File: src/rtl/stamp_pkg.sv
package stamp_pkg;
  typedef enum logic {EDGE_FALL = 1'b0, EDGE_RISE = 1'b1} edge_dir_e;

  function automatic int fine_bits(input int taps);
    return $clog2(taps + 1);
  endfunction
endpackage

File: src/rtl/tap_capture.sv
module tap_capture #(
  parameter int TAPS     = 16,
  parameter int COARSE_W = 12
) (
  input  logic                clk,
  input  logic                rst_n,
  input  logic [TAPS-1:0]     tap_i,
  input  logic [COARSE_W-1:0] cnt_i,
  output logic [TAPS-1:0]     word_o,
  output logic                carry_o,
  output logic [COARSE_W-1:0] word_cnt_o
);
  // word register: the hit only ever reaches D pins; never cleared between hits
  always_ff @(posedge clk or negedge rst_n) begin
    if (!rst_n) begin
      word_o     <= '0;
      carry_o    <= 1'b0;
      word_cnt_o <= '0;
    end else begin
      word_o     <= tap_i;
      carry_o    <= word_o[TAPS-1];
      word_cnt_o <= cnt_i;
    end
  end
endmodule

File: src/rtl/coarse_counter.sv
module coarse_counter #(
  parameter int COARSE_W = 12
) (
  input  logic                clk,
  input  logic                rst_n,
  output logic [COARSE_W-1:0] cnt_o
);
  always_ff @(posedge clk or negedge rst_n) begin
    if (!rst_n) cnt_o <= '0;
    else        cnt_o <= cnt_o + 1'b1;
  end
endmodule

File: src/rtl/edge_encoder.sv
module edge_encoder #(
  parameter int TAPS     = 16,
  parameter int COARSE_W = 12,
  parameter int FINE_W   = 5
) (
  input  logic                clk,
  input  logic                rst_n,
  input  logic [TAPS-1:0]     word_i,
  input  logic                carry_i,
  input  logic [COARSE_W-1:0] word_cnt_i,
  output logic                enc_valid_o,
  output logic                enc_edge_o,
  output logic [FINE_W-1:0]   enc_fine_o,
  output logic [COARSE_W-1:0] enc_cnt_o
);
  logic [TAPS-1:0]   diff;
  logic [FINE_W-1:0] first_idx;
  logic              first_lvl;

  genvar g;
  generate
    for (g = 0; g < TAPS; g++) begin : g_diff
      if (g == 0) begin : g_head
        assign diff[g] = word_i[g] ^ carry_i;
      end else begin : g_body
        assign diff[g] = word_i[g] ^ word_i[g-1];
      end
    end
  endgenerate

  // lowest index wins: scan downward so the last assignment is the lowest
  always_comb begin
    first_idx = '0;
    first_lvl = 1'b0;
    for (int i = TAPS - 1; i >= 0; i--) begin
      if (diff[i]) begin
        first_idx = FINE_W'(i);
        first_lvl = word_i[i];
      end
    end
  end

  always_ff @(posedge clk or negedge rst_n) begin
    if (!rst_n) begin
      enc_valid_o <= 1'b0;
      enc_edge_o  <= stamp_pkg::EDGE_FALL;
      enc_fine_o  <= '0;
      enc_cnt_o   <= '0;
    end else begin
      enc_valid_o <= |diff;
      if (|diff) begin
        enc_edge_o <= first_lvl;
        enc_fine_o <= first_idx;
        enc_cnt_o  <= word_cnt_i;
      end
    end
  end
endmodule

File: src/rtl/result_stage.sv
module result_stage #(
  parameter int COARSE_W = 12,
  parameter int FINE_W   = 5
) (
  input  logic                clk,
  input  logic                rst_n,
  input  logic                enc_valid_i,
  input  logic                enc_edge_i,
  input  logic [FINE_W-1:0]   enc_fine_i,
  input  logic [COARSE_W-1:0] enc_cnt_i,
  output logic                valid_o,
  output logic                edge_o,
  output logic [FINE_W-1:0]   fine_o,
  output logic [COARSE_W-1:0] coarse_o
);
  always_ff @(posedge clk or negedge rst_n) begin
    if (!rst_n) begin
      valid_o  <= 1'b0;
      edge_o   <= 1'b0;
      fine_o   <= '0;
      coarse_o <= '0;
    end else begin
      valid_o <= enc_valid_i;
      if (enc_valid_i) begin
        edge_o   <= enc_edge_i;
        fine_o   <= enc_fine_i;
        coarse_o <= enc_cnt_i;
      end
    end
  end
endmodule

File: src/rtl/edge_stamp_tdc.sv
module edge_stamp_tdc #(
  parameter int TAPS     = 16,
  parameter int COARSE_W = 12,
  localparam int FINE_W  = stamp_pkg::fine_bits(TAPS)
) (
  input  logic                clk,
  input  logic                rst_n,
  input  logic [TAPS-1:0]     tap_i,
  output logic                stamp_valid_o,
  output logic                stamp_edge_o,
  output logic [FINE_W-1:0]   stamp_fine_o,
  output logic [COARSE_W-1:0] stamp_coarse_o
);
  logic [COARSE_W-1:0] cnt_q;
  logic [TAPS-1:0]     word_q;
  logic                carry_q;
  logic [COARSE_W-1:0] word_cnt_q;
  logic                enc_valid;
  logic                enc_edge;
  logic [FINE_W-1:0]   enc_fine;
  logic [COARSE_W-1:0] enc_cnt;

  coarse_counter #(.COARSE_W(COARSE_W)) u_cnt (
    .clk(clk), .rst_n(rst_n), .cnt_o(cnt_q)
  );

  tap_capture #(.TAPS(TAPS), .COARSE_W(COARSE_W)) u_cap (
    .clk(clk), .rst_n(rst_n), .tap_i(tap_i), .cnt_i(cnt_q),
    .word_o(word_q), .carry_o(carry_q), .word_cnt_o(word_cnt_q)
  );

  edge_encoder #(.TAPS(TAPS), .COARSE_W(COARSE_W), .FINE_W(FINE_W)) u_enc (
    .clk(clk), .rst_n(rst_n), .word_i(word_q), .carry_i(carry_q),
    .word_cnt_i(word_cnt_q), .enc_valid_o(enc_valid), .enc_edge_o(enc_edge),
    .enc_fine_o(enc_fine), .enc_cnt_o(enc_cnt)
  );

  result_stage #(.COARSE_W(COARSE_W), .FINE_W(FINE_W)) u_out (
    .clk(clk), .rst_n(rst_n), .enc_valid_i(enc_valid), .enc_edge_i(enc_edge),
    .enc_fine_i(enc_fine), .enc_cnt_i(enc_cnt), .valid_o(stamp_valid_o),
    .edge_o(stamp_edge_o), .fine_o(stamp_fine_o), .coarse_o(stamp_coarse_o)
  );
endmodule

File: config.mk
export PLATFORM = sky130hd
export DESIGN_NAME = edge_stamp_tdc
export DESIGN_NICKNAME = d
export VERILOG_FILES = /design/src/rtl/stamp_pkg.sv /design/src/rtl/tap_capture.sv /design/src/rtl/coarse_counter.sv /design/src/rtl/edge_encoder.sv /design/src/rtl/result_stage.sv /design/src/rtl/edge_stamp_tdc.sv
export SDC_FILE = /design/constraint.sdc
export NUM_CORES = 1
export LEC_CHECK = 0
export ABC_AREA = 1
export BUFFER_PORTS_ARGS = -buffer_cell sky130_fd_sc_hd__buf_4
export CAP_MARGIN = 0
export CORE_MARGIN = 2
export CORE_UTILIZATION = 60
export CTS_BUF_LIST = sky130_fd_sc_hd__clkbuf_4
export DETAILED_ROUTE_END_ITERATION = 10
export GPL_TIMING_DRIVEN = 0
export PLACE_DENSITY_LB_ADDON = 0.15
export SYNTH_ARGS = -nofsm -noshare
export SYNTH_HDL_FRONTEND = slang
export SYNTH_SLANG_ARGS = --single-unit
File: constraint.sdc
create_clock -name clk -period 4.74 [get_ports clk]
set_clock_uncertainty 0.2 [all_clocks]
set_input_delay 0.237 -clock clk [delete_from_list [all_inputs] [get_ports clk]]
set_output_delay 0.237 -clock clk [all_outputs]
set_load 0.05 [all_outputs]
==> summary.md <==
| Metric | Value |
|---|---|
| Hold_ws | 0.190 ns |
| Die ar. | 0.00561 mm2 |
| Cell Chain, Critical Path | ha_1 > inv_1 > nand3_1 > nand2_1 > nand2_1 > nand2_1 > nand2_1 > nand2_1 > nand2_1 > nand2_1 > nand2_1 > nand2_1 > nand2_1 > nand2_1 > nand2_1 > nand2_1 > nand2_1 > nand2_1 |
| Syn avg cell area | 10.7 um2 |
| PwrDens | 335 mW/mm2 |
| Final std cells w/o fill | 416 |
| Cts hold-fix bufs | 17 |
| Relative slew slack | 39.0% |
| Final Util | 77.4% |
| Commonest cells after routing, fill and taps aside | 77 x dfrtp_1, 73 x nand2_1, 37 x buf_4 |
| Number of buffers created by CTS | 9 |
| Final hold vios | 0 |
| Vias in the first global route | 2112 |
| Remaining antenna violation count | 0 |
| Worst Max-Slew Pin Slew | 0.915 ns |
| Synthesized flop and latch total | 77 |
| Top cell type's share of synthesized area | 63.8% |
| Buffers and inverters on the worst path | 1 |
| Max Clk Rate | 507 MHz |
| Clock latency at the later pin of the worst-skew pair | 0.43 ns |
| I/O pins | 37 |
| Per-cell routed wire length | 12.9 um |
| Max stage delay cell, worst path | dfrtp_1 |
| CTS Root Cell | clkbuf_4 |
| H-tree depth | 3 |
| Outcome | complete, no violations |
| Routed WL | 5.36 mm |
| Max-slew violations | 0 |
| Worst VDD drop | 0.263 mV |
| Synth Net Count | 301 |
| Gr ovfl total | 0 |
| Crit end category | flop |
| HP Class | reg -> reg |
| Synth area leaders | dfrtp_1 64%, nand2_1 9.1%, mux2_2 4.5% |
| Vias per cell | 4.85 |
| Crit path max fanout | 3 |
| WL met2 | 2.68 mm |
| Final nets | 364 |
| Largest stage delay, worst path | 0.42 ns |
| Setup TNS | 0 ns |
| Die width | 74.9 um |
| Syn-to-layout area delta | 22.7% |
| Synth unique cells | 28 |
| CTS resizes | 0 |
| RSZ-0062 raised after global routing | false |
| First-pass GRT wire length | 9.09 mm |
| Critical path data required time | 4.86 ns |
| WS Path Type | reg -> reg |
| CTS tree | done |
| Leakage | 0.00190 uW |
| Largest net degree at the start of global routing | 78 |
| Share of post-route cells with drive strength above 1 | 21.8% |
| Post-DP HPWL | 3.57 mm |
| Clk sinks | 77 |
| Met3 routed WL | 204 um |
| Max-cap violations | 0 |
| Cells after Synth | 281 |
| Dpl cells | 383 |
| Post-CTS setup buffers | 0 |
| DRT met1 WL | 2.36 mm |
| Arr. time, crit path | 2.10 ns |
| Clock-pin slew on the worst setup and hold paths | 0.13 ns |
| Port bufs | 35 |
| Initial antenna violation count | 0 |
| Seq/Total Area, Yosys | 63.8% |
| Synthesis Warnings | 0 |
| Pwr Total | 1240 uW |
| Minimum clock period | 1.97 ns |
| # rows | 25 |
| Final period utilization | 41.6% |
| Uppermost layer routed | met4 |
| Die H | 74.9 um |
| Commonest non-fill, non-tap cell in the layout | dfrtp_1 |
| Worst Setup Start Kind | flop |
| GPL Wtd Cong | 0.772 |
| Overall global routing resource usage | 22.4% |
| First DRT Iteration DRCs | 88 |
| Cell taking the most area after synthesis | dfrtp_1 |
| Crit-path leading delay family | simple AND/OR/NAND/NOR gates |
| Synthesized area | 0.00302 mm2 |
| Setup Viol. Count Final | 0 |
| CORE AREA | 0.00479 mm2 |
| N_diodes | 0 |
| DRC | 0 |
| Routed via count | 2018 |
| Initial core utilization | 63.1% |
| DR pass1 iterations | 4 |
| Longest Clk Path Bufs | 2 |
| CP dominant cell by count | nand2_1 |
==> through the flow <==
step	setup WS, ns	cell area (um2)
floorplan	3.00	3020
global placement	2.87	3360
detailed placement	2.77	3360
CTS	2.77	3700
global route	2.51	3700
finish	2.77	3700
==> cell type report <==
| type | instances | area, um2 |
|---|---|---|
| Clock inverter | 6 | 93.8 |
| Sequential cell | 77 | 1930 |
| Tap cell | 67 | 83.8 |
| Multi-Input combinational cell | 167 | 930 |
| Fill cell | 324 | 1080 |
| Clock buffer | 10 | 75.1 |
| Inverter | 31 | 116 |
| Buffer | 6 | 45.0 |
| Timing Repair Buffer | 52 | 433 |
==> kinds of logic (layout without fill, tap and decap cells) <==
family / after synthesis / after routing / share of synthesized area [%]
fa+ha+maj: 2 / 2 / 0.829
compound gates: 23 / 23 / 4.44
flops: 77 / 77 / 63.8
other cells: 1 / 1 / 0.124
simple gates: 111 / 111 / 15.7
buf+inv: 37 / 105 / 5.35
xor+xnor: 18 / 18 / 5.22
mux: 12 / 12 / 4.48
==> metal layers <==
metal	GRT usage [%]	vias up
met5	0	-
met4	8.33	0
met3	7.90	14
met2	38.3	24
met1	26.1	977
li1	-	1003
==> final timing paths <==
| path | start | to | slack, ns | depth (start not counted) |
|---|---|---|---|---|
| worst max-delay path | u_cap.word_o[15] | u_enc.enc_fine_o[0] | 2.77 | 18 |
| min in group asynchronous | rst_n | u_cap.word_cnt_o[0] | 0.26 | 2 |
| max in group asynchronous | rst_n | u_cap.word_o[4] | 3.47 | 2 |
| worst min-delay path | u_cnt.cnt_o[4] | u_cap.word_cnt_o[4] | 0.19 | 0 |
| worst max register to register | u_cap.word_o[15] | u_enc.enc_fine_o[0] | 2.77 | 18 |
| worst min register to register | u_cnt.cnt_o[4] | u_cap.word_cnt_o[4] | 0.19 | 0 |
==> Yosys cell counts <==
master,n
buf_1,1
o211ai_1,1
dfrtp_1,77
buf_6,2
buf_4,2
nor3_1,3
mux2_2,12
a221oi_1,1
a21oi_1,9
nor2_1,19
xor2_1,11
o21ai_0,8
o21ai_2,2
xnor2_1,7
ha_1,2
clkbuf_1,1
nor3_2,3
conb_1,1
nand4_1,1
nand2_1,73
nor2_4,1
nand2_2,2
nand4_2,1
nand3_1,7
inv_1,31
o21bai_1,1
and2_1,1
o31ai_1,1
==> power breakdown <==
part	total (uW)	internal [uW]	switching [uW]
clock	461	224	236
sequential	683	670	12.5
combinational	98.5	41.6	56.9
total	1240	936	306
==> sequential cells by signal, indices dropped and copies added (netlist names), 4 cells and up <==
| name | count |
|---|---|
| u_out.fine_o | 4 |
| u_cap.word_o | 16 |
| u_cnt.cnt_o | 12 |
| u_cap.word_cnt_o | 12 |
| u_out.coarse_o | 12 |
| u_enc.enc_cnt_o | 12 |
| u_enc.enc_fine_o | 4 |
Power figures use the tool's default switching activity.
